**src/rtl/prio2_arb_pkg.sv**
```systemverilog
package prio2_arb_pkg;
    localparam int NREQ = 2;

    typedef enum int {
        SLOT_HI = 0,
        SLOT_LO = 1
    } slot_e;
endpackage

```
**src/rtl/prio2_pick.sv**
```systemverilog
module prio2_pick
    import prio2_arb_pkg::*;
(
    input  logic [NREQ-1:0] req_i,
    input  logic [NREQ-1:0] busy_i,
    output logic [NREQ-1:0] load_o,
    output logic [NREQ-1:0] clear_o
);
    always_comb begin
        load_o  = '0;
        clear_o = '0;
        // high requester always restarts its own window
        load_o[SLOT_HI]  = req_i[SLOT_HI];
        // low requester only when the high side is idle and silent
        load_o[SLOT_LO]  = req_i[SLOT_LO] & ~req_i[SLOT_HI] & ~busy_i[SLOT_HI];
        // high request cancels any low window in progress
        clear_o[SLOT_LO] = req_i[SLOT_HI];
    end
endmodule

```
**src/rtl/prio2_hold_ctr.sv**
```systemverilog
module prio2_hold_ctr #(
    parameter int HOLD = 2
) (
    input  logic clk,
    input  logic rst_n,
    input  logic load_i,
    input  logic clear_i,
    output logic busy_o
);
    localparam int CW = $clog2(HOLD + 1);
    localparam logic [CW-1:0] HOLD_V = CW'(HOLD);

    typedef struct packed {
        logic [CW-1:0] left;
    } ctr_t;

    ctr_t st_d, st_q;

    always_comb begin
        st_d = st_q;
        if (clear_i) begin
            st_d.left = '0;
        end else if (load_i) begin
            st_d.left = HOLD_V;
        end else if (st_q.left != '0) begin
            st_d.left = st_q.left - 1'b1;
        end
    end

    always_ff @(posedge clk) begin
        if (!rst_n) begin
            st_q <= '0;
        end else begin
            st_q <= st_d;
        end
    end

    assign busy_o = (st_q.left != '0);
endmodule

```
**src/rtl/prio2_hold_arb.sv**
```systemverilog
module prio2_hold_arb
    import prio2_arb_pkg::*;
#(
    parameter int HOLD_CYCLES = 2
) (
    input  logic clk,
    input  logic rst_n,
    input  logic req_hi,
    input  logic req_lo,
    output logic gnt_hi,
    output logic gnt_lo
);
    logic [NREQ-1:0] req_v;
    logic [NREQ-1:0] busy_v;
    logic [NREQ-1:0] load_v;
    logic [NREQ-1:0] clear_v;

    always_comb begin
        req_v          = '0;
        req_v[SLOT_HI] = req_hi;
        req_v[SLOT_LO] = req_lo;
    end

    prio2_pick u_pick (
        .req_i   (req_v),
        .busy_i  (busy_v),
        .load_o  (load_v),
        .clear_o (clear_v)
    );

    for (genvar gi = 0; gi < NREQ; gi++) begin : g_slot
        prio2_hold_ctr #(.HOLD(HOLD_CYCLES)) u_ctr (
            .clk     (clk),
            .rst_n   (rst_n),
            .load_i  (load_v[gi]),
            .clear_i (clear_v[gi]),
            .busy_o  (busy_v[gi])
        );
    end

    assign gnt_hi = busy_v[SLOT_HI];
    assign gnt_lo = busy_v[SLOT_LO];
endmodule

```
**config.mk**
```make
export PLATFORM = sky130hd
export DESIGN_NAME = prio2_hold_arb
export DESIGN_NICKNAME = d
export VERILOG_FILES = /design/src/rtl/prio2_arb_pkg.sv /design/src/rtl/prio2_pick.sv /design/src/rtl/prio2_hold_ctr.sv /design/src/rtl/prio2_hold_arb.sv
export SDC_FILE = /design/constraint.sdc
export NUM_CORES = 1
export LEC_CHECK = 0
export BUFFER_PORTS_ARGS = -buffer_cell sky130_fd_sc_hd__buf_2
export CORE_AREA = 3 3 40 42
export DETAILED_ROUTE_END_ITERATION = 6
export DIE_AREA = 0 0 43 45
export SLEW_MARGIN = 20
export SYNTH_ARGS = -nofsm -noshare
export SYNTH_HDL_FRONTEND = slang
export SYNTH_SLANG_ARGS = --single-unit
```
**constraint.sdc**
```tcl
create_clock -name clk -period 1.52 [get_ports clk]
set_clock_uncertainty 0.1 [all_clocks]
set_input_delay 0.152 -clock clk [delete_from_list [all_inputs] [get_ports clk]]
set_output_delay 0.152 -clock clk [all_outputs]
set_load 0.005 [all_outputs]
```
# [Yosys cells after proc, flatten, opt, wreduce, memory -nomap -nowiden]
# Index checks and enable logic that the tools add are counted.
[word_totals] reg_bits=4 latchBits=0 ramBits=0 mem_bits_ro=0 inputBits=4 word_cells=21 mem_count=0
[op_classes] n_addsub=2 multipliers=0 div=0 n_lt_le_gt_ge=0 eq_ne=0 shift=0 muxes=4 n_bitwise=5 reduce_logical=6
[ops] op="2-bit 2-to-1 mux" n=4
[ops] op="2-bit nonzero test" n=4
[ops] op="2-bit by 1-bit subtractor with 2-bit output (second input constant)" n=2
[ops] op="1-bit NOT" n=3
[ops] op="3-bit OR reduction" n=1
[ops] op="1-bit AND" n=2
[ops] op="2-bit OR reduction" n=1

# [Logic depth before layout (Yosys ltp)]
[depth] ltp_word=4 ltp_mapped=2 ltp_nobuf=2

# [Hierarchy]
# A second synthesis with hierarchy kept.
[unflattened] hier_cells=19 hier_area_um2=224.0
[modules_own_cells] mod="prio2_hold_ctr" n_inst=2 cells_each=7 area_each_um2=92.6 seq_area_each_um2=40.0
[modules_own_cells] mod="prio2_pick" n_inst=1 cells_each=5 area_each_um2=38.8 seq_area_each_um2=0.0

# [Least setup slack after synthesis]
# No wires, ideal clock.
[synth_timing] path_kind="flip-flop to flip-flop" from="register g_slot[0].u_ctr.st_q[0] in the netlist's numbering" to="register g_slot[1].u_ctr.st_q[1] in the netlist's numbering" setup_ns=0.058 t_arrival_ns=0.752 required_time_ns=1.362 slack_ns=0.609 stages_incl_launch_ff=3 cell_sequence="dfxtp_1 -> nor4b_2 -> o21ba_1"
[synth_between] elab_chain_len=4
[synth_rtl] item="from (decl)" line="prio2_hold_ctr.sv:17" source="ctr_t st_d, st_q;"
[synth_rtl] item="from (signal assigned)" line="prio2_hold_ctr.sv:34" source="st_q <= st_d;"
[synth_rtl] item="2-bit nonzero test (*)" line="prio2_hold_ctr.sv:38" source="assign busy_o = (st_q.left != '0);"
[synth_rtl] item="1-bit NOT (*)" line="prio2_pick.sv:15" source="load_o[SLOT_LO] = req_i[SLOT_LO] & ~req_i[SLOT_HI] & ~busy_i[SLOT_HI];"
[synth_rtl] item="1-bit AND (*)" line="prio2_pick.sv:15"
[synth_rtl] item="2-bit 2-to-1 mux / 2-bit nonzero test (equally long branches)"
[synth_rtl] item="to (signal assigned)" line="prio2_hold_ctr.sv:34"
[synth_rtl] item="to (decl)" line="prio2_hold_ctr.sv:17"
# Every way passes the cells marked *; elsewhere a longest branch is shown, timed or not.
# A chain may end at the register's enable or synchronous reset.

# [Worst setup path in the final report]
[layout_timing] from="register g_slot[1].u_ctr.st_q[1] in the netlist's numbering" to="output gnt_lo"
[layout_between] elab_chain_len=1
[layout_rtl] item="2-bit nonzero test" line="prio2_hold_ctr.sv:38"
[layout_rtl] item="to (decl)" line="prio2_hold_arb.sv:11" source="output logic gnt_lo"
# Every way passes these cells.

==> run_results.csv <==
group,metric,value,unit
die,die_h,45,µm
die,die_area,1940,µm²
logic_synthesis,yosysSeqAreaShare,50.4,%
drt,drt_iter0_markers,8,
finish,fillCellCount,150,
drt,finalWirelength,285,µm
clock_network,post_cts_buffers,0,
sta,max_freq,0.842,GHz
worst_setup_path,cp_max_fo,3,
worst_setup_path,startpoint_type,"flip-flop",
worst_setup_path,worstSetupPathType,"flip-flop to output port",
finish,layoutNonFillerInstCount,37,
placed_design,post-place-cells,34,
power,irDropWorstVdd,0.194,mV
drt,routedWlPerCell,7.70,µm
logic_synthesis,synth_area,159,µm²
drt,drc,0,
finish,top_regs,"g_slot.u_ctr.st_q: 4 flops",
sta,min_period,1.19,ns
worst_hold_path,hold_depth,2,
power,p_sw_share,19.8,%
worst_setup_path,crit_slowest_cell,"dfxtp_1",
global_route,grt_max_degree,5,
finish,layout_commonest_cell,"buf_2",
worst_setup_path,ff2ff_setup_slack,0.56,ns
outcome,status,"completed",
drt,dr.pass1.iters,3,
logic_synthesis,yosysUniqueCellTypes,11,
worst_setup_path,slowest_delay,0.30,ns
sta,timing.final.crit_share,78.1,%
sta,hold_viol_final,0,
logic_synthesis,avgSynthCellArea,11.4,µm²
global_route,antenna_found_initial,0,
logic_synthesis,syn-num-nets,18,
worst_hold_path,hp-start,"rst_n",
finish,seq_area,80.1,µm²
sta,drv_slew,0,
global_route,overflow,0,
finish,syn_to_final_growth,41.7,%
power,p_int,0.000207,W
clock_network,clk_pin_slew,0.04,ns
run,maxCapViolCount,0,
power,clkPwrFrac,50.4,%
finish,final_cell_mix,"buf_2 (5), dfxtp_1 (4), clkbuf_4 (3)",
worst_setup_path,end_kind,"output port",
clock_network,ctsHtreeMaxLevel,1,
die,die_w,43,µm
finish,largest_reg_flops,4,
sta,fin_hold_ws,0.0586,ns
worst_setup_path,cp.required,1.27,ns
power,power_density,1150,nW/µm²
sta,relSlewSlack,83.5,%
power,seqPwrFrac,43.0,%
worst_setup_path,reg2reg_from,"g_slot[0].u_ctr.st_q[0]$_SDFFE_PP0P_",
die,io_pins,6,
power,comb_power_share,6.6,%
clock_network,cts_inserted_buffers,3,
worst_hold_path,hold_end,"g_slot[0].u_ctr.st_q[1]$_SDFFE_PN0P_",
clock_network,cts_sinks,4,
power,total_power,0.000259,W
die,core-area,1280,µm²
finish,multi_input_area,78.8,µm²
logic_synthesis,syn_inst,14,
worst_hold_path,hp-class,"primary input to flip-flop",
placed_design,globalplace.congestion,0.567,
die,num_rows,13,
power,netSwitchingPower,0.0000512,W
global_route,grt_pass1_wl,545,µm
drt,ant_nets,0,
finish,insertedDiodeCount,0,
clock_network,insertion_delay,0.23,ns
finish,layout.nets,28,
global_route,grtUsageTotal,4.74,%
clock_network,ctsLongestPathBuffers,2,
sta,tns,0,ns
finish,regMostFlops,"g_slot.u_ctr.st_q",
worst_setup_path,path_cells,"or2_2, buf_2",
worst_setup_path,r2r_cells,2,
placed_design,portBuffers,5,
finish,drive_gt1_share,50.0,%
sta,setup-violations-final,0,
power,p_leak,0.108,nW
clock_network,cts_tree,"done",
sta,rsz0062_at_grt,"false",
sta,tightest_slew,0.247,ns
drt,vias,131,
logic_synthesis,ys_warn_count,0,
clock_network,cts_hold_buf,0,
logic_synthesis,synth-seq-cells,4,
global_route,grt_pass1_vias,134,
clock_network,ctsRootBufferMaster,"clkbuf_4",
finish,fin_util,17.5,%
die,start_util,12.4,%
worst_setup_path,regToRegEndpoint,"g_slot[1].u_ctr.st_q[1]$_SDFFE_PP0P_",
drt,via_per_inst,3.54,
worst_setup_path,arrival,0.94,ns
clock_network,cts-resized-gates,0,
==> metal layers <==
metal	vias up	track usage (%)	wire, µm
li1	65	-	-
met1	56	3.61	126
met2	8	4.79	98
met3	2	4.38	45
met4	0	9.04	14
met5	-	0	0
==> worst max-delay path, delay by kind of cell, from the launching register on <==
kind / cells / cell delay (ns)
buffers and inverters: 1 / 0.13
DFF: 1 / 0.30
and+or+nand+nor: 1 / 0.28
==> power by group through the flow <==
stage           logic (W)  registers (W)  clock network [W]
3_5_place_dp    0.0000173       0.000113                  0
2_1_floorplan  0.00000927       0.000112                  0
6_report        0.0000171       0.000111           0.000130
4_1_cts         0.0000174       0.000111           0.000138
5_1_grt         0.0000198       0.000112           0.000150
3_3_place_gp    0.0000173       0.000113                  0
==> synthesized netlist by cell type <==
cell type  n  area (µm²)
or2_2      1        6.26
nor2b_1    1        6.26
o21ba_1    1        10.0
or2_1      1        6.26
nor4b_2    1        15.0
and2_2     1        7.51
a21oi_1    1        5.00
nand2b_1   1        6.26
dfxtp_1    4        80.1
nor4b_1    1        8.76
nor3b_1    1        7.51
==> worst max-delay path by stage <==
stage,start,to,slack [ns],depth (start not counted)
6_report,g_slot[1].u_ctr.st_q[1]$_SDFFE_PP0P_,gnt_lo,0.33,2
5_1_grt,g_slot[1].u_ctr.st_q[1]$_SDFFE_PP0P_,gnt_lo,0.28,2
4_1_cts,g_slot[1].u_ctr.st_q[1]$_SDFFE_PP0P_,gnt_lo,0.32,2
3_5_place_dp,g_slot[0].u_ctr.st_q[0]$_SDFFE_PP0P_,g_slot[1].u_ctr.st_q[1]$_SDFFE_PP0P_,0.56,2
3_3_place_gp,g_slot[0].u_ctr.st_q[0]$_SDFFE_PP0P_,g_slot[1].u_ctr.st_q[0]$_SDFFE_PP0P_,0.55,2
2_1_floorplan,g_slot[0].u_ctr.st_q[0]$_SDFFE_PP0P_,g_slot[1].u_ctr.st_q[1]$_SDFFE_PP0P_,0.61,2
==> per-stage QoR <==
stage / cell area [µm²] / worst slack, ns
global route: 225 / 0.283
floorplan: 159 / 0.609
finish: 225 / 0.332
CTS: 225 / 0.320
detailed placement: 203 / 0.562
global placement: 203 / 0.552
==> kinds of logic after synthesis <==
family and synth area share, %:
flip-flops 50.4, AND/OR/NAND/NOR 40.2, AO/OA/AOI/OAI 9.45
==> area by class of cell <==
class,count,share of cell area [%]
clock buffer,3,10.0
sequential,4,35.6
timing repair buffer,5,11.1
tap,15,8.33
multi-input combinational,10,35.0
No activity file was read; power rests on OpenSTA's default activity.
